**config.mk**
```make
export PLATFORM = sky130hd
export DESIGN_NAME = nand_phase_seq
export DESIGN_NICKNAME = d
export VERILOG_FILES = /design/src/rtl/nand_seq_pkg.sv /design/src/rtl/nand_req_decode.sv /design/src/rtl/nand_strobe_gen.sv /design/src/rtl/nand_cs_ctrl.sv /design/src/rtl/nand_phase_seq.sv
export SDC_FILE = /design/constraint.sdc
export NUM_CORES = 1
export LEC_CHECK = 0
export ABC_CLOCK_PERIOD_IN_PS = 3400
export BUFFER_PORTS_ARGS = -buffer_cell sky130_fd_sc_hd__buf_2
export CORE_MARGIN = 2
export CORE_UTILIZATION = 23
export DETAILED_ROUTE_END_ITERATION = 16
export HOLD_SLACK_MARGIN = 0.08
export MAX_ROUTING_LAYER = met4
export PLACE_DENSITY_LB_ADDON = 0.3
export SYNTH_ARGS = -nofsm -noshare
export SYNTH_HDL_FRONTEND = slang
export SYNTH_SLANG_ARGS = --single-unit
```
**constraint.sdc**
```tcl
create_clock -name clk_i -period 3.4 [get_ports clk_i]
set_input_delay 0.34 -clock clk_i [delete_from_list [all_inputs] [get_ports clk_i]]
set_output_delay 0.34 -clock clk_i [all_outputs]
set_load 0.01 [all_outputs]
```
**src/rtl/nand_seq_pkg.sv**
```systemverilog
package nand_seq_pkg;

  typedef enum logic [2:0] {
    ST_IDLE, ST_CSTART, ST_ADDR, ST_DATA, ST_END, ST_WLOW, ST_WHIGH
  } seq_state_e;

  typedef enum logic [1:0] {PH_IDLE, PH_LOW, PH_HIGH} strobe_ph_e;

  typedef struct packed {
    logic [7:0] chip;
    logic       data_ph;
    logic [7:0] start_cmd;
    logic [7:0] end_cmd;
    logic       end_vld;
    logic [2:0] naddr;
    logic       clr_cs;
  } req_fields_t;

endpackage

```
**src/rtl/nand_req_decode.sv**
```systemverilog
module nand_req_decode
  import nand_seq_pkg::*;
(
  input  logic [31:0] addr_i,
  output req_fields_t f_o
);
  localparam logic [2:0] MAX_ADDR = 3'd4;

  always_comb begin
    f_o.chip      = addr_i[31:24];
    f_o.data_ph   = addr_i[19];
    f_o.end_vld   = addr_i[20];
    f_o.end_cmd   = addr_i[18:11];
    f_o.start_cmd = addr_i[10:3];
    f_o.clr_cs    = addr_i[19] & addr_i[21];
    // wdata holds only four bytes
    f_o.naddr     = (addr_i[23:21] > MAX_ADDR) ? MAX_ADDR : addr_i[23:21];
  end
endmodule

```
**src/rtl/nand_strobe_gen.sv**
```systemverilog
module nand_strobe_gen
  import nand_seq_pkg::*;
#(
  parameter int TW = 4
) (
  input  logic          clk_i,
  input  logic          rst_ni,
  input  logic          start_i,
  input  logic [TW-1:0] low_i,
  input  logic [TW-1:0] high_i,
  output logic          strobe_no,
  output logic          sample_o,
  output logic          done_o,
  output logic          idle_o
);
  localparam logic [TW-1:0] ONE = TW'(1);

  strobe_ph_e    ph_q;
  logic [TW-1:0] cnt_q;
  logic [TW-1:0] low_eff, high_eff;

  assign low_eff  = (low_i == '0) ? ONE : low_i;
  assign high_eff = (high_i == '0) ? ONE : high_i;

  always_ff @(posedge clk_i or negedge rst_ni) begin
    if (!rst_ni) begin
      ph_q  <= PH_IDLE;
      cnt_q <= '0;
    end else begin
      case (ph_q)
        PH_IDLE: if (start_i) begin
          ph_q  <= PH_LOW;
          cnt_q <= low_eff;
        end
        PH_LOW: if (cnt_q == ONE) begin
          ph_q  <= PH_HIGH;
          cnt_q <= high_eff;
        end else cnt_q <= cnt_q - ONE;
        PH_HIGH: if (cnt_q == ONE) ph_q <= PH_IDLE;
                 else cnt_q <= cnt_q - ONE;
        default: ph_q <= PH_IDLE;
      endcase
    end
  end

  assign strobe_no = (ph_q != PH_LOW);
  assign sample_o  = (ph_q == PH_LOW) && (cnt_q == ONE);
  assign done_o    = (ph_q == PH_HIGH) && (cnt_q == ONE);
  assign idle_o    = (ph_q == PH_IDLE);

  // the strobe only rises after the sampling cycle closes the low pulse
  a_r9_sample_then_rise: assert property (@(posedge clk_i) disable iff (!rst_ni)
    $rose(strobe_no) |-> $past(sample_o));
endmodule

```
**src/rtl/nand_cs_ctrl.sv**
```systemverilog
module nand_cs_ctrl #(
  parameter int NCS = 4
) (
  input  logic           clk_i,
  input  logic           rst_ni,
  input  logic           load_i,
  input  logic           release_i,
  input  logic [7:0]     chip_i,
  output logic [NCS-1:0] ce_no
);
  for (genvar g = 0; g < NCS; g++) begin : g_cs
    logic sel_q;
    always_ff @(posedge clk_i or negedge rst_ni) begin
      if (!rst_ni)        sel_q <= 1'b0;
      else if (load_i)    sel_q <= (chip_i == 8'(g));
      else if (release_i) sel_q <= 1'b0;
    end
    assign ce_no[g] = ~sel_q;
  end

  a_r7_ce_onehot: assert property (@(posedge clk_i) disable iff (!rst_ni)
    $onehot0(~ce_no));
endmodule

```
**src/rtl/nand_phase_seq.sv**
```systemverilog
module nand_phase_seq
  import nand_seq_pkg::*;
#(
  parameter int DW  = 8,
  parameter int NCS = 4,
  parameter int TW  = 4
) (
  input  logic           clk_i,
  input  logic           rst_ni,
  input  logic           req_valid_i,
  input  logic           req_write_i,
  input  logic [31:0]    req_addr_i,
  input  logic [31:0]    req_wdata_i,
  output logic           busy_o,
  output logic [31:0]    rdata_o,
  output logic           rdata_valid_o,
  input  logic [TW-1:0]  we_low_i,
  input  logic [TW-1:0]  we_high_i,
  input  logic [TW-1:0]  re_low_i,
  input  logic [TW-1:0]  re_high_i,
  output logic           cle_o,
  output logic           ale_o,
  output logic [NCS-1:0] ce_no,
  output logic           we_no,
  output logic           re_no,
  output logic [DW-1:0]  dq_o,
  output logic           dq_oe_o,
  input  logic [DW-1:0]  dq_i,
  input  logic           rb_ni
);
  localparam int BEATS = 32 / DW;
  localparam int IW    = 3;
  localparam logic [IW-1:0] LAST_BEAT = IW'(BEATS - 1);

  seq_state_e  st_q, st_d;
  req_fields_t dec, req_q;
  logic [31:0] wdata_q, rdata_q;
  logic        wr_q, rvld_q;
  logic [IW-1:0] idx_q, idx_d;
  logic        fin, accept, use_re, unit_st;
  logic        g_start, g_strobe_n, g_sample, g_done, g_idle;

  nand_req_decode u_dec (.addr_i(req_addr_i), .f_o(dec));

  assign accept  = (st_q == ST_IDLE) && req_valid_i;
  assign unit_st = (st_q == ST_CSTART) || (st_q == ST_ADDR) ||
                   (st_q == ST_DATA) || (st_q == ST_END);
  assign use_re  = (st_q == ST_DATA) && !wr_q;
  assign g_start = unit_st && g_idle;

  nand_strobe_gen #(.TW(TW)) u_stb (
    .clk_i, .rst_ni,
    .start_i  (g_start),
    .low_i    (use_re ? re_low_i  : we_low_i),
    .high_i   (use_re ? re_high_i : we_high_i),
    .strobe_no(g_strobe_n),
    .sample_o (g_sample),
    .done_o   (g_done),
    .idle_o   (g_idle)
  );

  nand_cs_ctrl #(.NCS(NCS)) u_cs (
    .clk_i, .rst_ni,
    .load_i   (accept),
    .release_i(fin && req_q.clr_cs),
    .chip_i   (dec.chip),
    .ce_no    (ce_no)
  );

  always_comb begin
    st_d  = st_q;
    idx_d = idx_q;
    fin   = 1'b0;
    case (st_q)
      ST_IDLE: if (req_valid_i) begin
        st_d  = dec.data_ph ? ST_DATA : ST_CSTART;
        idx_d = '0;
      end
      ST_CSTART: if (g_done) begin
        if (req_q.naddr != '0) st_d = ST_ADDR;
        else if (req_q.end_vld) st_d = ST_END;
        else fin = 1'b1;
      end
      ST_ADDR: if (g_done) begin
        if (idx_q == req_q.naddr - 3'd1) begin
          if (req_q.end_vld) st_d = ST_END;
          else fin = 1'b1;
        end else idx_d = idx_q + 1'b1;
      end
      ST_DATA: if (g_done) begin
        if (idx_q == LAST_BEAT) begin
          if (req_q.end_vld) st_d = ST_END;
          else fin = 1'b1;
        end else idx_d = idx_q + 1'b1;
      end
      ST_END: if (g_done) begin
        if (req_q.data_ph) st_d = ST_WLOW;
        else fin = 1'b1;
      end
      ST_WLOW:  if (!rb_ni) st_d = ST_WHIGH;
      ST_WHIGH: if (rb_ni) fin = 1'b1;
      default:  st_d = ST_IDLE;
    endcase
    if (fin) st_d = ST_IDLE;
  end

  always_ff @(posedge clk_i or negedge rst_ni) begin
    if (!rst_ni) begin
      st_q    <= ST_IDLE;
      idx_q   <= '0;
      req_q   <= '0;
      wdata_q <= '0;
      wr_q    <= 1'b0;
      rdata_q <= '0;
      rvld_q  <= 1'b0;
    end else begin
      st_q   <= st_d;
      idx_q  <= idx_d;
      rvld_q <= fin && req_q.data_ph && !wr_q;
      if (accept) begin
        req_q   <= dec;
        wdata_q <= req_wdata_i;
        wr_q    <= req_write_i;
      end
      if (use_re && g_sample) rdata_q[int'(idx_q)*DW +: DW] <= dq_i;
    end
  end

  always_comb begin
    dq_o = '0;
    case (st_q)
      ST_CSTART: dq_o = DW'(req_q.start_cmd);
      ST_ADDR:   dq_o = DW'(wdata_q[int'(idx_q)*8 +: 8]);
      ST_END:    dq_o = DW'(req_q.end_cmd);
      ST_DATA:   dq_o = wdata_q[int'(idx_q)*DW +: DW];
      default:   dq_o = '0;
    endcase
  end

  assign cle_o         = (st_q == ST_CSTART) || (st_q == ST_END);
  assign ale_o         = (st_q == ST_ADDR);
  assign we_no         = use_re ? 1'b1 : g_strobe_n;
  assign re_no         = use_re ? g_strobe_n : 1'b1;
  assign dq_oe_o       = unit_st && !use_re;
  assign busy_o        = (st_q != ST_IDLE);
  assign rdata_o       = rdata_q;
  assign rdata_valid_o = rvld_q;

  // no completion while the flash still reports busy
  a_r8_wait_rb: assert property (@(posedge clk_i) disable iff (!rst_ni)
    (st_q == ST_WHIGH && !rb_ni) |=> (st_q == ST_WHIGH));
  // a latched request is not overwritten while busy
  a_r10_req_held: assert property (@(posedge clk_i) disable iff (!rst_ni)
    (busy_o && $past(busy_o)) |-> ($stable(req_q) && $stable(wdata_q)));
  // chip enables do not move during data beats
  a_r7_ce_stable: assert property (@(posedge clk_i) disable iff (!rst_ni)
    (st_q == ST_DATA && $past(st_q) == ST_DATA) |-> $stable(ce_no));
  // read-valid only appears with the sequencer idle
  a_r6_rvalid_idle: assert property (@(posedge clk_i) disable iff (!rst_ni)
    rdata_valid_o |-> !busy_o);
  // strobes are never both low
  a_r11_strobe_excl: assert property (@(posedge clk_i) disable iff (!rst_ni)
    !(!we_no && !re_no));
endmodule

```
; After elaboration in Yosys (flattened, before gate mapping)
; Cells that the tools add are included.
; Widths: inputs -> output; s select.
[totals]
word_cells = 149
rom_bits = 0
latchBits = 0
ramBits = 0
memories = 0
ff_bits = 104
out_inout_bits = 51
in_bits = 93
[op_classes]
muxes = 53
multipliers = 0
div = 0
n_lt_le_gt_ge = 1
eq_ne = 34
bitwise = 5
shift = 3
addsub = 4
reduce_logical = 31
[op_table]
columns = cell, count
row1 = $mux 3, 18
row2 = $neg 6->33, 1
row3 = $shift 8x33->32 const A, 1
row4 = $shiftx 8x33->32, 1
row5 = $bwmux 32, 1
row6 = $shiftx 32x7->8, 1
row7 = $mux 4, 7
row8 = $pmux 8 s3, 1
row9 = $pmux 3 s7, 1
row10 = $ne 3x3->1 const B, 6
row11 = $mux 1, 17
row12 = $eq 8x2->1 const B, 2
row13 = $ne 2x2->1 const B, 7
row14 = $pmux 4 s3, 1
row15 = $reduce_bool 3->1, 4
row16 = $logic_and 1x1->1, 10
row17 = $reduce_and 10->1, 1
row18 = $eq 3x2->1 const B, 3
row19 = $eq 3x3->1 const B, 3
row20 = $pmux 3 s3, 1
row21 = $eq 8x1->1 const B, 1
row22 = $logic_not 4->1, 2
row23 = $logic_not 8->1, 1
row24 = $mux 2, 4
row25 = 24 further kinds, 36

; Depth between registers and ports, before layout
[logic_depth]
ltp_word = 8
mapped_depth = 9
mapped_depth_nobuf = 8

; Hierarchy
; Synthesis repeated with hierarchy kept, for this count alone.
[hier_totals]
cells_unflattened = 500
hier_area_um2 = 5475.3
[by_module_without_submodules]
columns = module, seq_area_each_um2, cells_per_inst, n_inst, area_each_um2
row1 = nand_phase_seq, 2352.3, 387, 1, 4508.1
row2 = nand_strobe_gen, 150.1, 66, 1, 538.0
row3 = nand_req_decode, 0.0, 30, 1, 217.7
row4 = nand_cs_ctrl, 100.1, 17, 1, 211.5

; Worst setup path before layout
; No wires, ideal clock.
[synth_path]
path_kind = flip-flop to flip-flop
start = register idx_q[0]
end = register rdata_q[24] (netlist: rdata_o[24])
setup_time_ps = 125
path_stages_with_launch = 9
required_ps = 3275
synth_period_minus_slack_ps = 2503
n_path_buf = 1
setup_slack_ps = 897
arrival_ps = 2378
path_cell_list = dfrtp_1 > buf_2 > inv_1 > ha_1 > ha_1 > nor3b_1 > nand2_2 > nor3_4 > mux2_2
[synth_between]
elab_chain_len = 3
word_cells_on_any_way = 4
classes_between = 1 x add/sub / 2 x shift / 1 x mux
[synth_lines]
columns = item, line_no
row1 = "start, declared", nand_phase_seq.sv:39  ; logic [IW-1:0] idx_q, idx_d;
row2 = "start signal, assigned", nand_phase_seq.sv:118  ; idx_q <= idx_d;
row3 = $neg 6->33 *, nand_phase_seq.sv:125  ; if (use_re && g_sample) rdata_q[int'(idx_q)*DW +: DW] <= dq_i;
row4 = $shiftx 8x33->32 or $shift 8x33->32 (tied branches), nand_phase_seq.sv:125
row5 = $bwmux 32 *, nand_phase_seq.sv:125
row6 = "end signal, assigned by index", nand_phase_seq.sv:125
row7 = "end, declared", nand_phase_seq.sv:37  ; logic [31:0] wdata_q, rdata_q;
; Every way passes the cells marked *; elsewhere a longest branch is shown, timed or not.
; A chain may end at the register's enable or synchronous reset.

; Worst setup path after layout
[layout_path]
start = register st_q[2]
end = output dq_o[0]
[layout_between]
elab_chain_len = 3
word_cells_on_any_way = 6
classes_between = 4 x eq/ne / 1 x mux / 1 x reduce/logical
[layout_lines]
columns = item, line_no
row1 = "start, declared", nand_phase_seq.sv:35  ; seq_state_e st_q, st_d;
row2 = "start signal, assigned", nand_phase_seq.sv:117  ; st_q <= st_d;
row3 = $eq 3x2->1, nand_phase_seq.sv:131  ; case (st_q)
row4 = $reduce_or 2->1 (no source line), -
row5 = $pmux 8 s3 *, nand_phase_seq.sv:131
row6 = "end, declared", nand_phase_seq.sv:26  ; output logic [DW-1:0] dq_o,
; Marked as above.

==> impl_metrics.toml <==
[cts]
worstSkewPairLatency_ns = 0.36
clkTransAtPathRegs_ns = 0.08
cts-root-buf = "clkbuf_16"
cts_buffers = 9
cts_tree = "done"
htreeDepth = 3
cts_sinks = 104
post_cts_resized = 0
clockBufferDepth = 2

[yosys]
syn_area_per_cell_um2 = 9.24
ys.flop_type = "dfrtp_1"
synth_edf_count = 0
syn_area_mm2 = 0.00528
ys_types = 58
synth.area.top_cells = "dfrtp_1, nand2_1, mux2_2"
synth-adder-area-share = 0.0284
synth_top_cell_area_share = 0.493
synth_most_common_cell = "nand2_1"
yosys_warnings = 0
yosys.area_share.xor_xnor = 0.00663
synth_top_family_by_area = "simple AND/OR/NAND/NOR gates"
ys_ff_latch = 104
netlist_top_cells_count = "nand2_1, dfrtp_1, o21ai_0, inv_1, mux2_2"
synth_compound_area_frac = 0.111
synth_mux_area_frac = 0.0798
synthSimpleGateAreaFrac = 0.238
synth_top_cell_by_area = "dfrtp_1"
seq_area_frac_synth = 0.493
postSynth.asyncResetShare = 1.00
syn_nets = 677
synth_cells = 572

[power_and_ir_drop]
p_switching_w = 0.00227
internal-power_w = 0.00337
p_comb_frac = 0.450
p_per_area_mw_per_mm2 = 849
swShare = 0.402
ir_worst_vdd_uv = 297
seqPwrFrac = 0.358
leakage_nw = 3.32
totalPowerFinal_w = 0.00564
pwr-share-clk = 0.192

[timing]
worst_clock_skew_ns = 0.00872
fmax_mhz = 347
hold_viol = 0
worst_pin_slew_ns = 0.901
setup_violations = 0
period_share = 0.847
post-route-min-period_ns = 2.88
relSlewSlack = 0.397
drv_slew = 0
rsz0062_at_grt = "no"
hold_ws_ns = 0.170
tns_ns = 0

[route]
routed_wl_mm = 14.7
vias = 4400
drt_iter0_drc = 291
drtAntennaViolNets = 0
firstDrtPassIters = 4
wire_per_inst_um = 14.7
viasPerCell = 4.40
drc = 0

[final_layout]
insertedDiodeCount = 0
final_area_mm2 = 0.00664
drive_above_1_share = 0.287
final_cells = 999
area_growth_pct = 25.6
nets = 814

[floorplanning]
num_rows = 55
die_h_um = 156
io-pin-count = 144
initial_core_util = 0.234
dieArea_mm2 = 0.0242
core-area_mm2 = 0.0226
die_x_um = 156

[placement]
dpl.hpwl_mm = 10.6
dp.cells = 982
port-buffer-count = 140
post_dp_cell_area_mm2 = 0.00632
routabilityCongestion = 0.765

[grt]
grt_pass1_wl_mm = 23.6
gr-total-overflow = 0
grt_antenna_before_repair = 0
grt_pass1_vias = 4392
grt_max_degree = 57
grt_use_total = 0.129

[setup_path]
critPathLaunch = "st_q[2]"
critPathLaunchType = "flop"
cp.required_ns = 3.06
ff2ff_path_depth = 7
arrival_ns = 2.54
rr_endpoint = "rdata_o[28]"
endpoint = "dq_o[0]"
r2r_slack_ns = 0.73
endpoint_kind = "output port"
crit_type = "reg -> out"
r2r_start = "idx_q[0]"
crit_fanout = 21

[worst_hold_path]
min_from = "req_addr_i[16]"
hold_class = "in -> reg"

[job]
drv_cap = 0

[run_status]
outcome = "complete, no violations"
[power groups by stage]
| stage | registers, W | logic [W] | clock network (W) |
|---|---|---|---|
| 3_3_place_gp | 0.00204 | 0.00256 | 0 |
| 5_1_grt | 0.00208 | 0.00289 | 0.00118 |
| 2_1_floorplan | 0.00197 | 0.00179 | 0 |
| 3_5_place_dp | 0.00203 | 0.00259 | 0 |
| 6_report | 0.00202 | 0.00254 | 0.00108 |
| 4_1_cts | 0.00202 | 0.00259 | 0.00114 |
[timing repair]
action / in CTS / in global routing
hold endpoints to repair: 34 / 0
hold buffers: 1 / 0
setup buffers: 0 / 0
[cells by family (layout without fill, tap and decap cells)]
| kind of cell | count (synthesis) | count (layout) |
|---|---|---|
| buffers and inverters | 54 | 196 |
| DFF | 104 | 104 |
| and+or+nand+nor | 280 | 280 |
| xor gates and xnor gates | 4 | 4 |
| muxes | 30 | 30 |
| AOI/OAI and AO/OA | 88 | 88 |
| adders and majority gates | 12 | 12 |
[per-layer routing]
layer | up-vias | GRT usage | wire (um)
li1 | 2220 | - | -
met1 | 2088 | 0.173 | 7090
met2 | 81 | 0.196 | 6870
met3 | 11 | 0.0261 | 568
met4 | 0 | 0.0389 | 204
met5 | - | - | 0
[final cells by class]
| class | instances | area [um^2] |
|---|---|---|
| clock buffer | 9 | 225 |
| clock inverter | 7 | 78.8 |
| fill | 2423 | 15900 |
| inverter | 27 | 101 |
| multi-input combinational | 414 | 2450 |
| sequential | 104 | 2600 |
| tap | 285 | 357 |
| timing repair buffer | 153 | 816 |
[per-stage QoR]
step	worst slack [ns]	utilization
6_report	0.520	0.294
3_3_place_gp	0.720	0.280
4_1_cts	0.504	0.294
3_5_place_dp	0.720	0.280
5_1_grt	0.295	0.294
2_1_floorplan	0.897	-
[how the worst min path moves through the flow]
stage | endpoint | slack (ns) | depth (start not counted)
floorplan | idx_q[0] | 0.04 | 0
global placement | u_stb.cnt_q[2] | 0.44 | 1
detailed placement | u_stb.ph_q[1] | 0.45 | 1
CTS | req_q[10] | 0.15 | 3
global route | req_q[10] | 0.16 | 3
finish | req_q[10] | 0.17 | 3
[critical path, cell delays in order (launching register included)]
cell and delay [ns]:
dfrtp_1 0.60, nand2b_1 0.38, nor2_1 0.74, a222oi_1 0.22, inv_1 0.11, buf_2 0.13
[flip-flops by register name, summed over array words and instances (netlist names)]
register	flops
idx_q	3
rdata_o	32
wdata_q	32
u_stb.ph_q	2
rdata_valid_o	1
st_q	3
wr_q	1
u_cs.g_cs.sel_q	4
u_stb.cnt_q	4
req_q	22
[cell usage in the layout (no fill, tap or decap), types with 5 or more instances in the layout]
cell,n
inv_1,27
buf_2,139
dfrtp_1,104
mux2i_1,5
mux4_2,8
nor3_1,11
ha_1,12
nand2b_1,5
a21oi_1,13
o2111ai_1,5
or3_1,7
o21ai_1,5
buf_4,12
clkbuf_16,9
nand2_1,205
nand3_1,10
o21ai_0,31
mux2_2,17
a222oi_1,8
nor2_1,14
Note: power is estimated with default switching activity, not from simulation.
